[src/rtl/phy_speed_cfg_pkg.sv]
package phy_speed_cfg_pkg;

    typedef enum logic [2:0] {
        MODE_LEGACY = 3'd0,
        MODE_SDR12  = 3'd1,
        MODE_SDR25  = 3'd2,
        MODE_HS     = 3'd3,
        MODE_DDR50  = 3'd4,
        MODE_DDR52  = 3'd5,
        MODE_HS200  = 3'd6,
        MODE_HS400  = 3'd7
    } speed_mode_e;

    typedef enum logic [2:0] {
        ST_IDLE,
        ST_DECIDE,
        ST_CLK_OFF,
        ST_FC_WRITE,
        ST_CLK_ON,
        ST_KICK,
        ST_WAIT
    } seq_state_e;

    typedef struct packed {
        speed_mode_e mode;
        logic        sdio;
        logic        board_slow;
        logic        fast;
    } cfg_req_t;

endpackage

[src/rtl/phy_mode_decide.sv]
module phy_mode_decide
    import phy_speed_cfg_pkg::*;
#(
    parameter int DQ_LANES = 8
) (
    input  cfg_req_t              req,
    output logic                  slow,
    output logic                  hs400,
    output logic [DQ_LANES-1:0]   dq_ddr_n,
    output logic                  cmd_ddr_n,
    output logic                  async_n
);

    localparam logic [DQ_LANES-1:0] ALL_LANES = {DQ_LANES{1'b1}};

    always_comb begin
        slow = 1'b0;
        if (!req.fast) begin
            case (req.mode)
                MODE_LEGACY:                   slow = req.board_slow;
                MODE_SDR12, MODE_SDR25, MODE_HS: slow = req.sdio | req.board_slow;
                default:                       slow = 1'b0;
            endcase
        end
    end

    always_comb begin
        hs400 = (req.mode == MODE_HS400);
        case (req.mode)
            MODE_HS400: begin
                dq_ddr_n  = ALL_LANES;
                cmd_ddr_n = 1'b1;
                async_n   = 1'b0;
            end
            MODE_DDR50, MODE_DDR52: begin
                dq_ddr_n  = ALL_LANES;
                cmd_ddr_n = 1'b1;
                async_n   = 1'b1;
            end
            default: begin
                dq_ddr_n  = '0;
                cmd_ddr_n = 1'b0;
                async_n   = 1'b1;
            end
        endcase
    end

endmodule

[src/rtl/phy_apply_filter.sv]
module phy_apply_filter #(
    parameter int WIDTH_W = 2
) (
    input  logic               clk,
    input  logic               rst_n,
    input  logic               apply,
    input  logic               idle,
    input  logic [2:0]         mode_code,
    input  logic [WIDTH_W-1:0] bus_width,
    input  logic               clk_fast,
    output logic               accept
);

    logic               last_valid;
    logic [2:0]         last_mode;
    logic [WIDTH_W-1:0] last_width;
    logic               last_fast;
    logic               same_as_last;

    assign same_as_last = last_valid && (last_mode == mode_code) &&
                          (last_width == bus_width) && (last_fast == clk_fast);
    assign accept = apply && idle && !same_as_last;

    always_ff @(posedge clk) begin
        if (!rst_n) begin
            last_valid <= 1'b0;
            last_mode  <= '0;
            last_width <= '0;
            last_fast  <= 1'b0;
        end else if (accept) begin
            last_valid <= 1'b1;
            last_mode  <= mode_code;
            last_width <= bus_width;
            last_fast  <= clk_fast;
        end
    end

endmodule

[src/rtl/phy_speed_cfg_seq.sv]
module phy_speed_cfg_seq
    import phy_speed_cfg_pkg::*;
#(
    parameter int          DQ_LANES          = 8,
    parameter int          WIDTH_W           = 2,
    parameter int          LT_W              = 32,
    parameter logic [31:0] LOGIC_TIMING_VALUE = 32'h00AA8977
) (
    input  logic                clk,
    input  logic                rst_n,
    input  logic                apply,
    input  logic [2:0]          mode_code,
    input  logic                card_sdio,
    input  logic                board_slow,
    input  logic                clk_fast,
    input  logic [WIDTH_W-1:0]  bus_width,
    input  logic                init_done,
    output logic                busy,
    output logic                slow_bypass,
    output logic                sdio_mode,
    output logic                card_clk_en,
    output logic                func_wr,
    output logic [DQ_LANES-1:0] dq_ddr,
    output logic                cmd_ddr,
    output logic                dq_async,
    output logic                strobe_en,
    output logic                lt_wr,
    output logic [LT_W-1:0]     lt_val,
    output logic                init_start
);

    seq_state_e          state, state_nx;
    cfg_req_t            req_q;
    logic                accept;
    logic                slow_n, hs400_n, cmd_ddr_n, async_n;
    logic [DQ_LANES-1:0] dq_ddr_n;
    logic                do_fc;

    phy_apply_filter #(.WIDTH_W(WIDTH_W)) u_filter (
        .clk       (clk),
        .rst_n     (rst_n),
        .apply     (apply),
        .idle      (state == ST_IDLE),
        .mode_code (mode_code),
        .bus_width (bus_width),
        .clk_fast  (clk_fast),
        .accept    (accept)
    );

    phy_mode_decide #(.DQ_LANES(DQ_LANES)) u_decide (
        .req       (req_q),
        .slow      (slow_n),
        .hs400     (hs400_n),
        .dq_ddr_n  (dq_ddr_n),
        .cmd_ddr_n (cmd_ddr_n),
        .async_n   (async_n)
    );

    // Legacy mode and slow bypass both skip the function-control update.
    assign do_fc  = !slow_n && (req_q.mode != MODE_LEGACY);
    assign busy   = (state != ST_IDLE);
    assign lt_val = LT_W'(LOGIC_TIMING_VALUE);

    always_ff @(posedge clk) begin
        if (!rst_n) state <= ST_IDLE;
        else        state <= state_nx;
    end

    always_comb begin
        state_nx = state;
        unique case (state)
            ST_IDLE:     if (accept) state_nx = ST_DECIDE;
            ST_DECIDE:   state_nx = do_fc ? ST_CLK_OFF : ST_KICK;
            ST_CLK_OFF:  state_nx = ST_FC_WRITE;
            ST_FC_WRITE: state_nx = ST_CLK_ON;
            ST_CLK_ON:   state_nx = ST_KICK;
            ST_KICK:     state_nx = ST_WAIT;
            ST_WAIT:     if (init_done) state_nx = ST_IDLE;
            default:     state_nx = ST_IDLE;
        endcase
    end

    always_ff @(posedge clk) begin
        if (!rst_n) begin
            req_q       <= '0;
            slow_bypass <= 1'b0;
            sdio_mode   <= 1'b0;
            card_clk_en <= 1'b1;
            func_wr     <= 1'b0;
            dq_ddr      <= '0;
            cmd_ddr     <= 1'b0;
            dq_async    <= 1'b0;
            strobe_en   <= 1'b0;
            lt_wr       <= 1'b0;
            init_start  <= 1'b0;
        end else begin
            func_wr    <= 1'b0;
            lt_wr      <= 1'b0;
            init_start <= 1'b0;
            unique case (state)
                ST_IDLE: begin
                    if (accept) begin
                        req_q.mode       <= speed_mode_e'(mode_code);
                        req_q.sdio       <= card_sdio;
                        req_q.board_slow <= board_slow;
                        req_q.fast       <= clk_fast;
                    end
                end
                ST_DECIDE: begin
                    slow_bypass <= slow_n;
                    if (req_q.mode != MODE_LEGACY) sdio_mode <= req_q.sdio;
                    if (do_fc) card_clk_en <= 1'b0;
                end
                ST_CLK_OFF: begin
                    func_wr  <= 1'b1;
                    dq_ddr   <= dq_ddr_n;
                    cmd_ddr  <= cmd_ddr_n;
                    dq_async <= async_n;
                end
                ST_FC_WRITE: begin
                end
                ST_CLK_ON: begin
                    card_clk_en <= 1'b1;
                    if (hs400_n) begin
                        lt_wr     <= 1'b1;
                        strobe_en <= 1'b1;
                    end else begin
                        strobe_en <= 1'b0;
                    end
                end
                ST_KICK:  init_start <= 1'b1;
                ST_WAIT: begin
                end
                default: begin
                end
            endcase
        end
    end

endmodule

[config.mk]
export PLATFORM = sky130hd
export DESIGN_NAME = phy_speed_cfg_seq
export DESIGN_NICKNAME = d
export VERILOG_FILES = /design/src/rtl/phy_speed_cfg_pkg.sv /design/src/rtl/phy_mode_decide.sv /design/src/rtl/phy_apply_filter.sv /design/src/rtl/phy_speed_cfg_seq.sv
export SDC_FILE = /design/constraint.sdc
export NUM_CORES = 1
export LEC_CHECK = 0
export BUFFER_PORTS_ARGS = -buffer_cell sky130_fd_sc_hd__buf_2
export CAP_MARGIN = 25
export CORE_MARGIN = 5
export CORE_UTILIZATION = 30
export CTS_CLUSTER_SIZE = 40
export DETAILED_ROUTE_END_ITERATION = 10
export GPL_ROUTABILITY_DRIVEN = 0
export PLACE_DENSITY_LB_ADDON = 0.1
export REMOVE_ABC_BUFFERS = 1
export SLEW_MARGIN = 25
export SYNTH_ARGS = -nofsm -noshare
export SYNTH_HDL_FRONTEND = slang
export SYNTH_SLANG_ARGS = --single-unit
[constraint.sdc]
create_clock -name clk -period 1.3 [get_ports clk]
set_input_delay 0.195 -clock clk [delete_from_list [all_inputs] [get_ports clk]]
set_output_delay 0.195 -clock clk [all_outputs]
set_load 0.02 [all_outputs]
* Yosys cells after proc, flatten, opt, wreduce, memory -nomap -nowiden
Index checks and enable logic that the tools add are counted.
** Storage, ports and cells
- Register bits after elaboration :: 33
- Input port bits :: 12
- Output and inout port bits :: 50
- Logic and storage cells :: 72
** Cells by class
- Equal/unequal tests :: 18
- Mux-type cells :: 14
- Bitwise operators :: 1
- Reduce and logical (&&, ||, !) cells :: 20
** Operators by type and width (number)
- 3-bit one-hot mux with 7 select lines :: 1
- 3-bit equality test, second input constant :: 6
- 3-bit by 2-bit equality test with 1-bit output, second input constant :: 4
- 2-bit AND reduction :: 5
- 3-bit 2-to-1 mux :: 3
- 8-bit 2-to-1 mux :: 1
- 1-bit 2-to-1 mux :: 7
- 3-bit by 1-bit equality test with 1-bit output, second input constant :: 2
- 1-bit logical AND :: 6
- 3-bit logical NOT :: 2
- 2-bit != test, second input constant :: 3
- 3-bit nonzero test :: 2
- 3-bit OR reduction :: 2
- 1-bit one-hot mux with 2 select lines :: 2
- 3-bit equality test :: 1
- 2-bit equality test :: 1
- 1-bit logical NOT :: 2
- 2-bit nonzero test :: 1
- 1-bit equality test :: 1
- 1-bit bitwise OR :: 1

* Depth between registers and ports, before layout
Gate-level depths: netlist of run 1.
- Depth after elaboration :: 8
- Depth in mapped cells :: 7

* Modules after synthesis
From an unflattened synthesis of run 1, not the netlist that was laid out.
** Unflattened totals
- Cell total of the unflattened synthesis :: 205
- Area, all modules :: 1836.8 um^2
** Modules (own cells, without submodules)
- phy_speed_cfg_seq :: times used 1, cells each 143, area each 1353.8 um^2
- phy_apply_filter :: times used 1, cells each 47, area each 387.9 um^2
- phy_mode_decide :: times used 1, cells each 15, area each 95.1 um^2

* Least setup slack after synthesis of run 1
OpenSTA, ideal clock, no wires.
- Path kind :: flip-flop to flip-flop
- Start point :: register state[2]
- End point :: register req_q[2] (netlist name)
- Setup time :: 72 ps
- Arrival time :: 1279 ps
- Setup slack :: -51 ps
- Stages on the path, launching flop included :: 8
- Clock period less this slack :: 1351 ps
- Cells stage by stage :: dfxtp_1 buf_6 nor3_4 and2_1 buf_6 o21a_4 buf_8 mux2i_1
** Between the ends
- Word-level cells in the longest chain between the ends :: 4
** Ends and longest elaborated chain
- from (decl) :: line phy_speed_cfg_seq.sv:32 : seq_state_e state, state_nx;
- from (signal assigned) :: line phy_speed_cfg_seq.sv:66 : else state <= state_nx;
- 3-bit logical NOT * :: line phy_speed_cfg_seq.sv:43, phy_speed_cfg_seq.sv:100
- 1-bit logical AND (2 in a row) :: line phy_apply_filter.sv:22 : assign accept = apply && idle && !same_as_last;
- 2-bit AND reduction (no source line) *
- to (decl) :: line phy_speed_cfg_seq.sv:33 : cfg_req_t req_q;
Every way passes the cells marked *; elsewhere a longest branch is shown, timed or not.
A chain may end at the register's enable or synchronous reset.

* Worst setup path after layout of run 1
- Start point :: register state[0]
- End point :: output busy
** Between the ends
- Word-level cells in the longest chain between the ends :: 1
** Ends and longest elaborated chain
- 3-bit nonzero test :: line phy_speed_cfg_seq.sv:61 : assign busy = (state != ST_IDLE);
- to (decl) :: line phy_speed_cfg_seq.sv:18 : output logic busy,
Every way passes these cells.

==> results of run 1 <==
-- cell type report --
class / instances / area share
flip-flops and latches: 25 / 0.2889
well taps: 54 / 0.03750
inverters: 4 / 0.008333
clock inverters: 1 / 0.002778
multi-input cells: 121 / 0.4576
repair buffers: 51 / 0.1819
clock buffers: 3 / 0.02292
-- metal layers --
metal / routed length [um] / share of wire / up-vias
met5: 0 / 0 / -
met4: 27 / 0.0084 / 0
met3: 178 / 0.056 / 4
met2: 1621 / 0.51 / 30
met1: 1373 / 0.43 / 486
li1: - / - / 566
-- state kept, by name, summed over array words and instances, names as in the netlist, 2 cells and up --
signal and flops:
state 3, u_filter.last_width 2, req_q 6, u_filter.last_mode 3
-- worst max path at each step --
stage	start	depth (start not counted)	end
finish	state[0]	4	busy
global route	state[0]	4	busy
CTS	req_q[3]	4	state[1]
detailed placement	req_q[3]	4	state[1]
global placement	req_q[4]	4	state[1]
floorplan	dq_ddr[6]	2	dq_ddr[6]
-- cell usage in the layout, fill, tap and decap left out, types with 4 or more instances in the layout --
cell,Yosys,routed
nand2_1,20,19
nor2_1,9,8
buf_2,0,28
dfxtp_2,0,7
o21ai_2,0,6
conb_1,2,32
dfxtp_1,25,15
buf_6,3,4
o21ai_1,1,5
mux2i_1,6,6
buf_4,40,19
-- timing repair --
item | 4_1_cts | 5_1_grt
pin swaps | 4 | 8
gates cloned | 1 | 0
gates resized for setup | 15 | 42
buffers inserted | 3 | 1
endpoints found under the hold margin | 0 | 0
endpoints found under the setup margin | 15 | 19
-- worst min-delay path, stage by stage --
cell,delay [ns]
buf_2,0.10
nand2_1,0.05
mux2i_1,0.06
-- power breakdown --
group	total, mW	switching [mW]	leakage (nW)	internal (mW)
sequential	0.973	0.0946	0.209	0.878
clock	0.484	0.269	0.0255	0.215
combinational	1.04	0.559	0.578	0.486
-- kinds of logic after synthesis --
family	share of synthesized area
DFF	0.3487
other	0.005233
and+or+nand+nor	0.1604
muxes	0.04185
AOI/OAI and AO/OA	0.1430
buffers and inverters	0.2642
xor gates and xnor gates	0.03662
-- metrics by stage --
step           utilization  area [um2]  total power, mW  hold WS (ns)  TNS [ns]
6_report            0.3840        1802            2.502        0.1639  -0.03129
5_1_grt             0.3840        1802            2.662        0.1683   -0.2190
4_1_cts             0.3533        1658            2.363        0.1601  -0.07343
3_5_place_dp        0.3280        1539            1.755        0.4579   -0.2544
3_3_place_gp        0.3280        1539            1.754        0.4551   -0.1802
2_1_floorplan            -        1184            1.433        0.2668    -3.483
==> flow_summary.ini, run 1 <==
[status]
status = complete, but fails checks
violations = negative setup slack

[clocking]
clkLatencyLatePin_ns = 0.27
tritoncts.num_buffers = 3
clkTransAtPathRegs_ns = 0.10
clockRootBuffer = clkbuf_8
h-tree-depth = 1
hold_buffers = 0
tritoncts = yes
clock_sinks = 25
clock_path_buffers = 2

[synth]
synth_edf_count = 0
synth_area_um2 = 1435
ys_types = 35
ys_top_cells_by_area = dfxtp_1 (35%), buf_4 (21%), nand2_1 (5.2%)
synth_warnings = 0
synth_top_cell_area_share = 0.3487
synth_common_cells = buf_4 (40), dfxtp_1 (25), nand2_1 (20)
synth.avg_cell_area_um2 = 8.594
seq_area_frac_synth = 0.3487
async_flop_share = 0
netlist_instances = 167
yosysMostFrequentCell = buf_4
synth_ff_type = dfxtp_1
synth_top_area_cell = dfxtp_1
ys_seq_elements = 25

[final_layout]
drive_gt1_frac = 0.4634
areaGrowthSynthToFinish_pct = 25.55
multi_input_area_um2 = 824.5
stdcell_count = 259
seq_area_um2 = 520.5
antenna_cells = 0
n_fill_cell = 492
nets = 218

[sta]
post-route-period-util = 1.024
rsz0062_at_grt = true
worst_slack_ns = -0.03129
fmax_mhz = 751.2
finalSetupViolations = 1
finClkSkew_ns = 0.005213
hold_violations = 0
maxSlewViolCount = 0
fin_crit_ns = 1.331

[critical_path]
max_stage_delay_ns = 0.36
critPathKind = flip-flop to output port
crit_top_cell = buf_6
critPathTopFamily = flip-flops
cp-start-kind = flip-flop
reg2reg_from = state[0]
reg2regPathDepth = 5
cp_num_buf_inv = 3
cp.required_ns = 1.11
path_cells = nor3_4, buf_6, inv_2, buf_6
critPathMaxFanout = 2
critPathArrivalTime_ns = 1.14
reg2reg_slack_ns = 0.04
endpoint_kind = output port
reg2reg_to = u_filter.last_mode[1]
crit_slowest_cell = dfxtp_4

[routing]
drtIter0Drc = 31
wire_per_inst_um = 12.36
detail_route.first_pass.iterations = 4
via_per_inst = 4.193
vias = 1086
antenna_left = 0
wirelength_mm = 3.201
route.detailed.drc = 0

[grt]
grtUsageMet2 = 0.1776
grt.met3_usage = 0.03061
overflow = 0
grt_usage = 0.1016
met1_usage = 0.1207
grt_pass1_wl_mm = 4.988
busiest_layer = met2
grt_max_degree = 22
grt_pass1_vias = 1067
antenna_found_initial = 0

[flow_run]
cap_violations = 0

[worst_hold_path]
whs_path_depth = 3
holdCritPathClass = input port to flip-flop
min_from = card_sdio
hold_path_end = req_q[2]

[floorplanning]
core-area_um2 = 4692
rows = 25
initial_core_util = 0.3059
pin_count = 62
die_x_um = 79.17
dieArea_um2 = 6267
die_y_um = 79.17

[placed_design]
io_buffer_count = 29
dp_slack_ns = -0.09506
dp_cells = 251
dp_hpwl_mm = 2.323

[power]
max-vdd-ir-drop_uv = 591.4
power_density_nw_per_um2 = 1388
p_leak_nw = 0.8124
No activity file was read; power rests on OpenSTA's default activity.
==> run 2, diff against run 1 <==
- CORE_UTILIZATION: 30 -> 42
- GPL_ROUTABILITY_DRIVEN: 0 -> default
==> run 2 against run 1 <==
Compared with the run above: the flow still finishes with violations (negative setup slack); critical path type unchanged; cell area increased by 0.49%; critical endpoint unchanged; non-clock buffer count is the same; core utilization up 16 points; via count grew 5.9%; sequential power barely moved.
==> flow_summary.ini, run 2 (synthesis results as in run 1) <==
[critical_path]
cp-start-kind = flip-flop
critPathArrivalTime_ns = 1.17
critPathMaxFanout = 3
endpoint_kind = output port
reg2reg_slack_ns = -0.04
crit_slowest_cell = dfxtp_4
path_cells = nor3_4, buf_6, inv_2, buf_6
critPathTopFamily = flip-flops
critPathKind = flip-flop to output port
reg2regPathDepth = 6
reg2reg_from = state[1]
max_stage_delay_ns = 0.37
reg2reg_to = state[0]
cp_num_buf_inv = 3
crit_top_cell = buf_6
cp.required_ns = 1.11

[floorplanning]
pin_count = 62
die_x_um = 68.46
dieArea_um2 = 4686
die_y_um = 68.46
initial_core_util = 0.4335
rows = 21
core-area_um2 = 3311

[sta]
finClkSkew_ns = 0.003197
fmax_mhz = 731.4
hold_violations = 0
whs_ns = 0.1116
finalSetupViolations = 5
worst_slack_ns = -0.06722
post-route-period-util = 1.052
maxSlewViolCount = 0
rsz0062_at_grt = true
fin_crit_ns = 1.367
tns_ns = -0.1592

[status]
status = complete, but fails checks
violations = negative setup slack

[final_layout]
final_cell_mix = conb_1 (32), buf_2 (28), nand2_1 (20)
seq_area_um2 = 521.8
areaGrowthSynthToFinish_pct = 26.16
largest-register = req_q
final_cell_area_um2 = 1810
layout_commonest_cell = conb_1
drive_gt1_frac = 0.4390
largest_register_ffs = 6
reg_top3 = req_q (6), state (3), u_filter.last_mode (3)
finish.utilization = 0.5469
antenna_cells = 0
n_fill_cell = 340
nets = 218
stdcell_count = 251
multi_input_area_um2 = 850.8

[power]
finalPower_mw = 2.363
power_density_nw_per_um2 = 1305
p_leak_nw = 0.8078
max-vdd-ir-drop_uv = 787.6

[routing]
wirelength_mm = 3.054
drtIter0Drc = 66
detail_route.first_pass.iterations = 4
antenna_left = 0
via_per_inst = 4.582
route.detailed.drc = 0
vias = 1150
wire_per_inst_um = 12.17

[grt]
grt_max_degree = 14
grt_pass1_wl_mm = 4.505
antenna_found_initial = 0
overflow = 0
grt_usage = 0.1275
grt_pass1_vias = 1050

[clocking]
clkLatencyLatePin_ns = 0.31
hold_buffers = 0
clock_sinks = 25
clock_path_buffers = 2
clockRootBuffer = clkbuf_4
h-tree-depth = 1
clkTransAtPathRegs_ns = 0.13
tritoncts = yes
tritoncts.num_buffers = 3

[worst_hold_path]
whs_path_depth = 3
holdCritPathClass = input port to flip-flop
hold_path_end = req_q[2]
min_from = card_sdio

[placed_design]
dp_slack_ns = -0.08947
io_buffer_count = 29
dp_cells = 242
dp_hpwl_mm = 2.268
globalplace.congestion = 0.8163
place_area_um2 = 1521

[flow_run]
cap_violations = 0
## run 2: final cells by class
type	instances	share of cell area
multi-input cells	121	0.4699
flip-flops and latches	25	0.2882
repair buffers	51	0.1873
well taps	46	0.03179
clock buffers	4	0.01451
inverters	4	0.008293
## run 2: worst reg2reg max path: stages, from the launching register on
cell and delay (ns):
dfxtp_4 0.37, buf_4 0.14, buf_4 0.17, nor2_1 0.08, o21ai_0 0.08, a21o_1 0.18, a221oi_1 0.23
## run 2: layer usage
layer  up-vias  part of all wire  global-route usage
li1        573                 -                   -
met1       528              0.41              0.1585
met2        45              0.51              0.2145
met3         4             0.067             0.03612
met4         0             0.010             0.03226
met5         -                 0                   0
## run 2: where the power goes
| part | leakage (nW) | switching [mW] | total (mW) | internal [mW] |
|---|---|---|---|---|
| clock network | 0.0150 | 0.221 | 0.341 | 0.120 |
| logic | 0.583 | 0.557 | 1.05 | 0.490 |
| registers | 0.209 | 0.0922 | 0.975 | 0.883 |
## run 2: how the worst max path moves through the flow
stage	end	cells past startpoint	from
after CTS	busy	4	state[1]
after global routing	busy	4	state[1]
after detailed placement	state[2]	4	req_q[2]
final	busy	4	state[1]
after floorplan	dq_ddr[6]	2	dq_ddr[6]
after global placement	state[2]	4	req_q[2]
## run 2: timing repair
| item | in CTS | in global routing |
|---|---|---|
| setup buffers | 4 | 0 |
| gates cloned | 1 | 0 |
| hold endpoints to repair | 0 | 0 |
| setup endpoints to repair | 15 | 18 |
| resized for setup | 28 | 31 |
| pin swaps | 4 | 10 |
==> run 3, diff against run 2 <==
- SETUP_SLACK_MARGIN: default -> 0.1
==> run 3 against run 2 <==
Compared with the run above: the run still ends with negative setup slack left; non-clock buffer count rose by 2; via count grew 0.96%; power grew 5.4%; critical endpoint unchanged; sequential cell count did not move; register-to-register slack barely moved; global-route usage grew 0.55 points; core utilization increased by 2.3 points; wire length up 3.3%; first-iteration DRC count decreased by 11%; sequential power rose by 0.8%; clock power up 1%; critical path depth unchanged; largest cell class unchanged.
==> flow_summary.ini, run 3 (synthesis results as in run 1) <==
[routing]
antenna_left = 0
wire_per_inst_um = 12.47
route.detailed.drc = 0
via_per_inst = 4.589
drtIter0Drc = 59
detail_route.first_pass.iterations = 4
wirelength_mm = 3.155
vias = 1161

[sta]
rsz0062_at_grt = true
post-route-period-util = 1.057
whs_ns = 0.1074
hold_violations = 0
maxSlewViolCount = 0
fin_crit_ns = 1.374
worst_slack_ns = -0.07434
finClkSkew_ns = 0.002187
finalSetupViolations = 6
fmax_mhz = 727.6

[final_layout]
layout_commonest_cell = conb_1
largest_register_ffs = 6
drive_gt1_frac = 0.4783
largest-register = req_q
nets = 220
antenna_cells = 0
final_cell_mix = conb_1 (32), buf_2 (29), nand2_1 (20)
seq_area_um2 = 525.5
finish.utilization = 0.5699
n_fill_cell = 325
multi_input_area_um2 = 895.9
areaGrowthSynthToFinish_pct = 31.47
reg_top3 = req_q (6), state (3), u_filter.last_mode (3)

[grt]
grt_usage = 0.1330
overflow = 0
grt_max_degree = 14
grt_pass1_vias = 1088
grt_pass1_wl_mm = 4.698
antenna_found_initial = 0

[critical_path]
path_cells = nor3_4, buf_6, inv_2, buf_6
cp-start-kind = flip-flop
crit_slowest_cell = dfxtp_4
critPathArrivalTime_ns = 1.18
max_stage_delay_ns = 0.37
cp.required_ns = 1.11
critPathMaxFanout = 3
critPathKind = flip-flop to output port
crit_top_cell = buf_6
endpoint_kind = output port

[worst_hold_path]
holdCritPathClass = input port to flip-flop

[floorplanning]
pin_count = 62
rows = 21
dieArea_um2 = 4686
initial_core_util = 0.4335
core-area_um2 = 3311
die_x_um = 68.46
die_y_um = 68.46

[power]
max-vdd-ir-drop_uv = 807.4
p_leak_nw = 0.8344
pwr-share-clk = 0.139
swShare = 0.3749
switchingPower_uw = 933.7
p_int_mw = 1.557
p_comb_frac = 0.466
power_density_nw_per_um2 = 1320
p_seq_frac = 0.395

[clocking]
clkLatencyLatePin_ns = 0.31
clkTransAtPathRegs_ns = 0.13
hold_buffers = 0
clock_sinks = 25
h-tree-depth = 1
clockRootBuffer = clkbuf_4
tritoncts = yes
clock_path_buffers = 2
tritoncts.num_buffers = 3

[status]
status = complete, but fails checks
violations = negative setup slack

[placed_design]
globalplace.congestion = 0.8163
dp_hpwl_mm = 2.268
io_buffer_count = 29

[flow_run]
cap_violations = 0
## run 3: cell types whose count changed in the layout (fill, tap and decap cells not counted), sizes merged
cell | previous run | this run
buf | 51 | 53
## run 3: cell type report
cell class,count,area share
multi-input combinational,121,0.4748
sequential,25,0.2785
timing repair buffer,53,0.1943
tap,46,0.03050
clock buffer,4,0.01393
inverter,4,0.007958
## run 3: power groups by stage
stage | Clock (mW) | Sequential (mW) | Combinational, mW
floorplan | 0 | 1.01 | 0.419
global placement | 0 | 0.969 | 0.742
detailed placement | 0 | 0.972 | 0.752
CTS | 0.357 | 0.970 | 1.04
global route | 0.387 | 0.999 | 1.24
finish | 0.346 | 0.983 | 1.16
## run 3: path summary, 6_finish.rpt
path | end | depth (start not counted) | slack [ns] | start
setup / recovery | busy | 4 | -0.07 | state[1]
hold / removal | req_q[1] | 3 | 0.11 | board_slow
setup reg to reg | u_filter.last_width[0] | 5 | -0.03 | state[1]
hold reg to reg | u_filter.last_fast | 2 | 0.48 | u_filter.last_fast
## run 3: layer usage
layer / up-vias / GRT usage / routed length [um]
li1: 575 / - / -
met4: 0 / 0.04715 / 71
met3: 8 / 0.03612 / 213
met5: - / 0 / 0
met1: 527 / 0.1627 / 1305
met2: 51 / 0.2217 / 1565
## run 3: through the flow
| step | setup WS (ns) | TNS, ns | total power [mW] | instance area, um2 | std cells |
|---|---|---|---|---|---|
| finish | -0.07434 | -0.1897 | 2.491 | 1887 | 253 |
| global route | -0.1236 | -0.8220 | 2.629 | 1887 | 253 |
| CTS | -0.08347 | -0.2267 | 2.370 | 1790 | 252 |
| detailed placement | -0.08947 | -0.2116 | 1.724 | 1521 | 242 |
| global placement | -0.02180 | -0.02180 | 1.711 | 1521 | 242 |
| floorplan | -0.4639 | -3.483 | 1.433 | 1184 | 149 |
## run 3: critical path: cells and delay by family, from the launching register on
kind                   cells  cell delay [ns]
and+or+nand+nor            1             0.21
buffers and inverters      3             0.29
DFF                        1             0.37
## run 3: what timing repair did
item | 4_1_cts | 5_1_grt
gates cloned | 2 | 0
setup buffers | 4 | 1
resized for setup | 54 | 20
pin swaps | 19 | 8
setup endpoints to repair | 19 | 31
